$ cat config.mk
export PLATFORM = sky130hd
export DESIGN_NAME = xmb_bus
export DESIGN_NICKNAME = d
export VERILOG_FILES = /design/src/rtl/xmb_pkg.sv /design/src/rtl/xmb_seq.sv /design/src/rtl/xmb_lanes.sv /design/src/rtl/xmb_strobe.sv /design/src/rtl/xmb_bus.sv
export SDC_FILE = /design/constraint.sdc
export NUM_CORES = 1
export LEC_CHECK = 0
export CAP_MARGIN = 20
export CORE_MARGIN = 3
export CORE_UTILIZATION = 46
export CTS_CLUSTER_DIAMETER = 100
export DETAILED_ROUTE_END_ITERATION = 10
export GPL_TIMING_DRIVEN = 0
export PLACE_DENSITY = 0.82
export SKIP_CTS_REPAIR_TIMING = 1
export SYNTH_ARGS = -nofsm -noshare
export SYNTH_HDL_FRONTEND = slang
export SYNTH_SLANG_ARGS = --single-unit
$ cat constraint.sdc
create_clock -name clk -period 2.4 [get_ports clk]
set_clock_uncertainty 0.1 [all_clocks]
set_input_delay 0.72 -clock clk [delete_from_list [all_inputs] [get_ports clk]]
set_output_delay 0.72 -clock clk [all_outputs]
set_load 0.05 [all_outputs]
$ cat src/rtl/xmb_pkg.sv
package xmb_pkg;

    localparam int unsigned DATA_W  = 8;
    localparam int unsigned ADDR_W  = 2 * DATA_W;
    localparam int unsigned MC_CLKS = 4;
    localparam int unsigned PH_W    = $clog2(MC_CLKS);

    localparam logic [PH_W-1:0] PH_ALE  = PH_W'(0);
    localparam logic [PH_W-1:0] PH_STB  = PH_W'(2);
    localparam logic [PH_W-1:0] PH_LAST = PH_W'(MC_CLKS - 1);

    typedef enum logic [1:0] {
        BM_PLAIN  = 2'd0,
        BM_PAGE_A = 2'd1,
        BM_PAGE_B = 2'd2
    } bus_mode_e;

    typedef enum logic [1:0] {
        K_FETCH = 2'd0,
        K_READ  = 2'd1,
        K_WRITE = 2'd2
    } acc_kind_e;

    typedef struct packed {
        bus_mode_e           mode;
        acc_kind_e           kind;
        logic [ADDR_W-1:0]   addr;
        logic [DATA_W-1:0]   wdata;
    } xreq_t;

    typedef struct packed {
        logic                oe;
        logic [DATA_W-1:0]   val;
    } lane_t;

    function automatic bus_mode_e decode_mode(input logic [1:0] cfg);
        case (cfg)
            2'b01:   return BM_PAGE_A;
            2'b10:   return BM_PAGE_B;
            default: return BM_PLAIN;
        endcase
    endfunction

    function automatic acc_kind_e classify(input logic fetch, input logic write);
        if (fetch)      return K_FETCH;
        else if (write) return K_WRITE;
        else            return K_READ;
    endfunction

    // the port that carries the data byte during the strobe phases
    function automatic logic data_on_hi(input bus_mode_e m);
        return (m == BM_PAGE_B);
    endfunction

    function automatic lane_t lane_drive(input xreq_t r,
                                         input logic [PH_W-1:0] ph,
                                         input logic is_hi);
        lane_t addr_hi;
        lane_t addr_lo;
        lane_t dat;
        logic  addr_ph;
        addr_hi = '{oe: 1'b1, val: r.addr[ADDR_W-1:DATA_W]};
        addr_lo = '{oe: 1'b1, val: r.addr[DATA_W-1:0]};
        dat     = (r.kind == K_WRITE) ? '{oe: 1'b1, val: r.wdata} : '0;
        addr_ph = (ph < PH_STB);
        case (r.mode)
            BM_PAGE_A: begin
                if (is_hi) return addr_ph ? addr_lo : addr_hi;
                else       return addr_ph ? lane_t'('0) : dat;
            end
            BM_PAGE_B: begin
                if (is_hi) return addr_ph ? addr_hi : dat;
                else       return addr_lo;
            end
            default: begin
                if (is_hi) return addr_hi;
                else       return addr_ph ? addr_lo : dat;
            end
        endcase
    endfunction

endpackage

$ cat src/rtl/xmb_seq.sv
module xmb_seq
    import xmb_pkg::*;
(
    input  logic                clk,
    input  logic                rst,
    input  logic                req_valid,
    input  xreq_t               req_in,
    output logic                busy,
    output logic [PH_W-1:0]     phase,
    output xreq_t               cur,
    output logic                done
);

    always_ff @(posedge clk) begin
        if (rst) begin
            busy  <= 1'b0;
            phase <= '0;
            cur   <= '0;
            done  <= 1'b0;
        end else begin
            done <= 1'b0;
            if (!busy) begin
                if (req_valid) begin
                    busy  <= 1'b1;
                    phase <= PH_ALE;
                    cur   <= req_in;
                end
            end else if (phase == PH_LAST) begin
                busy  <= 1'b0;
                phase <= '0;
                done  <= 1'b1;
            end else begin
                phase <= phase + 1'b1;
            end
        end
    end

endmodule

$ cat src/rtl/xmb_lanes.sv
module xmb_lanes
    import xmb_pkg::*;
(
    input  logic                busy,
    input  logic [PH_W-1:0]     phase,
    input  xreq_t               cur,
    output lane_t               lo_lane,
    output lane_t               hi_lane
);

    lane_t lanes [2];

    for (genvar i = 0; i < 2; i++) begin : g_lane
        assign lanes[i] = busy ? lane_drive(cur, phase, (i == 1)) : lane_t'('0);
    end

    assign lo_lane = lanes[0];
    assign hi_lane = lanes[1];

endmodule

$ cat src/rtl/xmb_strobe.sv
module xmb_strobe
    import xmb_pkg::*;
(
    input  logic                busy,
    input  logic [PH_W-1:0]     phase,
    input  acc_kind_e           kind,
    output logic                ale,
    output logic                psen_n,
    output logic                rd_n,
    output logic                wr_n
);

    logic stb_win;

    always_comb begin
        stb_win = busy && (phase >= PH_STB);
        ale     = busy && (phase == PH_ALE);
        psen_n  = !(stb_win && (kind == K_FETCH));
        rd_n    = !(stb_win && (kind == K_READ));
        wr_n    = !(stb_win && (kind == K_WRITE));
    end

endmodule

$ cat src/rtl/xmb_bus.sv
module xmb_bus
    import xmb_pkg::*;
(
    input  logic                clk,
    input  logic                rst,
    input  logic [1:0]          mode_cfg,
    input  logic                req_valid,
    output logic                req_ready,
    input  logic                req_fetch,
    input  logic                req_write,
    input  logic [ADDR_W-1:0]   req_addr,
    input  logic [DATA_W-1:0]   req_wdata,
    output logic [DATA_W-1:0]   rsp_rdata,
    output logic                rsp_done,
    output logic [DATA_W-1:0]   lo_port_o,
    output logic                lo_port_oe,
    input  logic [DATA_W-1:0]   lo_port_i,
    output logic [DATA_W-1:0]   hi_port_o,
    output logic                hi_port_oe,
    input  logic [DATA_W-1:0]   hi_port_i,
    output logic                ale,
    output logic                psen_n,
    output logic                rd_n,
    output logic                wr_n
);

    xreq_t              req_in;
    xreq_t              cur;
    logic               busy;
    logic [PH_W-1:0]    phase;
    lane_t              lo_lane;
    lane_t              hi_lane;
    logic [DATA_W-1:0]  rdata_q;

    assign req_in = '{mode:  decode_mode(mode_cfg),
                      kind:  classify(req_fetch, req_write),
                      addr:  req_addr,
                      wdata: req_wdata};

    xmb_seq u_seq (
        .clk       (clk),
        .rst       (rst),
        .req_valid (req_valid),
        .req_in    (req_in),
        .busy      (busy),
        .phase     (phase),
        .cur       (cur),
        .done      (rsp_done)
    );

    xmb_lanes u_lanes (
        .busy    (busy),
        .phase   (phase),
        .cur     (cur),
        .lo_lane (lo_lane),
        .hi_lane (hi_lane)
    );

    xmb_strobe u_strobe (
        .busy   (busy),
        .phase  (phase),
        .kind   (cur.kind),
        .ale    (ale),
        .psen_n (psen_n),
        .rd_n   (rd_n),
        .wr_n   (wr_n)
    );

    // capture the byte on the data port at the edge closing the last phase
    always_ff @(posedge clk) begin
        if (rst) begin
            rdata_q <= '0;
        end else if (busy && (phase == PH_LAST) && (cur.kind != K_WRITE)) begin
            rdata_q <= data_on_hi(cur.mode) ? hi_port_i : lo_port_i;
        end
    end

    assign req_ready  = !busy;
    assign rsp_rdata  = rdata_q;
    assign lo_port_o  = lo_lane.val;
    assign lo_port_oe = lo_lane.oe;
    assign hi_port_o  = hi_lane.val;
    assign hi_port_oe = hi_lane.oe;

endmodule

==> results <==
==> worst reg2reg max path, cell delays in order (launching register included) <==
cell and delay [ns]:
sky130_fd_sc_hd__dfxtp_1 0.32, sky130_fd_sc_hd__buf_4 0.18, sky130_fd_sc_hd__nor2b_1 0.11, sky130_fd_sc_hd__buf_2 0.21, sky130_fd_sc_hd__buf_2 0.27, sky130_fd_sc_hd__nand2_1 0.10
sky130_fd_sc_hd__a21oi_1 0.13
==> registers in the layout (all words and copies together), names as in the netlist <==
register     count
rsp_rdata        8
u_seq.busy       1
u_seq.cur       28
u_seq.done       1
u_seq.phase      2
==> synthesized netlist by cell type, types with 5 or more instances <==
cell type and count:
sky130_fd_sc_hd__nor2_1 6, sky130_fd_sc_hd__a221oi_2 6, sky130_fd_sc_hd__mux2i_1 8, sky130_fd_sc_hd__buf_4 5
sky130_fd_sc_hd__clkbuf_1 7, sky130_fd_sc_hd__o21ai_0 8, sky130_fd_sc_hd__nand2_1 64, sky130_fd_sc_hd__nor2b_1 6
sky130_fd_sc_hd__buf_2 10, sky130_fd_sc_hd__inv_1 7, sky130_fd_sc_hd__dfxtp_1 40, sky130_fd_sc_hd__o311a_1 5
sky130_fd_sc_hd__a21oi_1 48, sky130_fd_sc_hd__nand2b_1 18, sky130_fd_sc_hd__ha_1 5, sky130_fd_sc_hd__a211oi_1 8
==> logic make-up (layout without fill, tap and decap cells) <==
logic type,Yosys count,count (layout),synth area share [%]
flip-flops,40,40,33.5
AND/OR/NAND/NOR,114,114,23.7
adder cells (fa/ha/maj),5,5,2.62
buffers and inverters,32,122,7.12
AO/OA/AOI/OAI,97,97,28.2
multiplexers,11,11,4.77
==> through the flow <==
stage,area [um2],utilization (%),setup TNS (ns)
after floorplan,2580,-,0
after global placement,3430,70.3,-12.62
after detailed placement,3430,70.3,-13.12
after CTS,3540,72.6,-20.89
after global routing,3770,77.3,-4.43
final,3770,77.3,-3.62
==> area by class of cell <==
class	instances	area, um2
Clock buffer	5	68.8
Fill cell	363	1110
Inverter	7	30.0
Buffer	25	195
Multi-Input combinational cell	227	1680
Sequential cell	40	812
Tap cell	67	83.8
Timing Repair Buffer	82	860
Clock inverter	3	42.5
==> layer usage <==
layer / up-vias / track usage, % / share of wire [%]
met5: - / 0 / 0
met4: 0 / 9.09 / 2.5
met3: 28 / 7.00 / 8.6
met2: 142 / 41.7 / 48
met1: 1241 / 28.9 / 40
li1: 1244 / - / -
==> path summary, 6_finish.rpt <==
path / to / slack (ns) / cells past startpoint
min reg2reg: u_seq.cur[3] / 0.39 / 2
max reg2reg: u_seq.cur[10] / 0.90 / 6
min: u_seq.cur[3] / 0.39 / 2
max: lo_port_o[1] / -0.31 / 7
==> power by group through the flow <==
stage | clock network [mW] | logic [mW] | registers [mW]
detailed placement | 0 | 0.442 | 0.743
global route | 0.592 | 0.521 | 0.737
finish | 0.561 | 0.493 | 0.733
floorplan | 0 | 0.281 | 0.732
CTS | 0.567 | 0.444 | 0.727
global placement | 0 | 0.434 | 0.741
==> reports/results.txt <==
The run finished, with violations left. The checks that failed: negative setup slack. The tools report the startpoint of the worst hold path as u_seq.cur[3]. Final hold analysis gives a worst-case slack of 0.392 ns. The synthesized design spends more area on one cell type than any other, namely sky130_fd_sc_hd__dfxtp_1. The synthesized design contains 0 enable-type register cells. The register bit total from synthesis came out at 40. After detailed routing, the average wire length per cell comes to 18.2 um.

For the number of library cell types mapped by synthesis, the log shows 39. Total detailed-routing wirelength: 8280 um. Setup repair after global routing could not meet its margin everywhere. At the end of the flow, the number of nets in the layout was 440. For this configuration, the core starts out at a cell density of 48.9%. In this design, the stage delay of the slowest critical-path cell is 0.38 ns.

Leaving out fill and tap cells, the most frequent cell in the layout is sky130_fd_sc_hd__nand2_1. The worst setup path startpoint was u_seq.cur[26]. The startpoint identified for the worst register-to-register timing path is u_seq.busy.

The worst min-delay path category is register to register. The final critical path takes up 113% of the cycle. The clock passes through at most 2 buffers.

The via count is 2655, and the layout cell share with drive strength beyond 1 is 25.7%. Number of synthesis warnings: 0. Among all flip-flop cells after synthesis, the most frequent one is sky130_fd_sc_hd__dfxtp_1.

In this run switching power makes up 31.6% of total power. Counting stages on the worst path, the most repeated cell is sky130_fd_sc_hd__buf_6. During I/O placement, the number of pins put on the boundary was 79. The standard-cell row count is 25, and the standby leakage power is 1.34 nW.

The number of buffers and inverters on the critical path is 3. Sequential cells burn 41.0% of the power. In this run the tool buffered the top-level ports with 77 buffer cells. Clock tree synthesis selected as its root buffer the cell sky130_fd_sc_hd__clkbuf_8.

The family of cells with the greatest summed delay on the critical path was buffers and inverters. The minimum clock period after layout is 2.71 ns. The tools report the overall die area as 6090 um2. The post-synthesis instance area was 2390 um2; the initial antenna violation count was 0. The tools report the count of nets left with antenna violations after detail routing as 0. Among all stages on the critical path, the largest delay is contributed by sky130_fd_sc_hd__dfxtp_4. The number of sinks handled by clock tree synthesis is 40, and the gate count of the mapped netlist is 299.

Based on the critical path, the design can be clocked at up to 0.369 GHz. The signal on the critical path passes through inv_2 -> ha_4 -> buf_6 -> nor2b_4 -> o21ai_1 -> a21oi_4 -> buf_6. The die is 78.1 um tall.

Summed over all nets, the switching power comes to 0.564 mW. The DRC violations left is 0. At the end of routability-driven placement, the weighted congestion stood at 0.897.

0 antenna diodes ended up in the layout. The first global-routing pass estimated 11900 um of wire. The slew at the pin closest to its max-slew limit came out at 0.662 ns. The share of total power in combinational logic is 27.6%, and the share of synthesized registers carrying an async set or reset is 0%. TritonCTS built the clock tree. The tools report the number of setup violations in the final report as 18. Critical path startpoint category: a register.

The number of placed instances, taps included, is 443. The number of nets produced by synthesis is 351. VDD sags by at most 0.000299 V. Excluding fillers, the count of instances in the completed layout stands at 456. The H-tree was split into 2 levels. Entering global routing, the biggest net connects 14 pins. The via count of the first global-routing pass is 2440, and the headroom to the max-slew limit is 55.9%. After clock tree synthesis, the clock-pin slew on the worst setup and hold paths is 0.08 ns. In this run the power density over the cells is 474 nW/um2. For this block, the initial DRC count from the detailed router was 212. Of all nets on the critical path, the largest fanout is 11. The length of the first detailed-routing pass in iterations was 5; the count of final max-slew check failures was 0.

The run gives 1.22 mW as the internal cell power. The CTS buffer count was 5; the post-synthesis area per instance was 7.99 um2. Data arrives at the worst endpoint at 1.89 ns.

The required time reported for the critical path endpoint is 1.58 ns, and the post-DP HPWL is 5670 um. Of the total power, the clock network draws 31.4%. STA classifies the critical path endpoint as an output port.

Total power for the finished layout comes to 1.79 mW. The run gives 0 as the number of max-cap violations. In the layout the commonest cells are 64 x sky130_fd_sc_hd__nand2_1, 54 x sky130_fd_sc_hd__clkdlybuf4s50_1, 40 x sky130_fd_sc_hd__a21oi_1. Timing analysis after detailed placement gives a worst setup slack of -0.722 ns.

Sorting the synthesized cells by area gives the leading types as sky130_fd_sc_hd__dfxtp_1 34%, sky130_fd_sc_hd__a21oi_1 10%, sky130_fd_sc_hd__nand2_1 10%, sky130_fd_sc_hd__nand2b_1 4.7%, sky130_fd_sc_hd__a221oi_2 3.8%. For the global router's overall resource usage, the log shows 24.4%. The critical path is of the register to output port type. The logs give 0 for the number of hold violations in the final report and -0.307 ns for the worst setup margin. The area fraction of the dominant cell type after synthesis was 33.5%; the register area share after synthesis was 33.5%. The remaining global-route overflow is 0. The region available for standard cell placement spans 4880 um2.

The relative area change from synthesis to final layout is 57.9%. The clock insertion delay at the later pin of the skew report was 0.30 ns; the width of the die was 78.1 um. After detailed routing, the number of vias per cell comes to 5.82.
(Power assumes the default switching activity.)
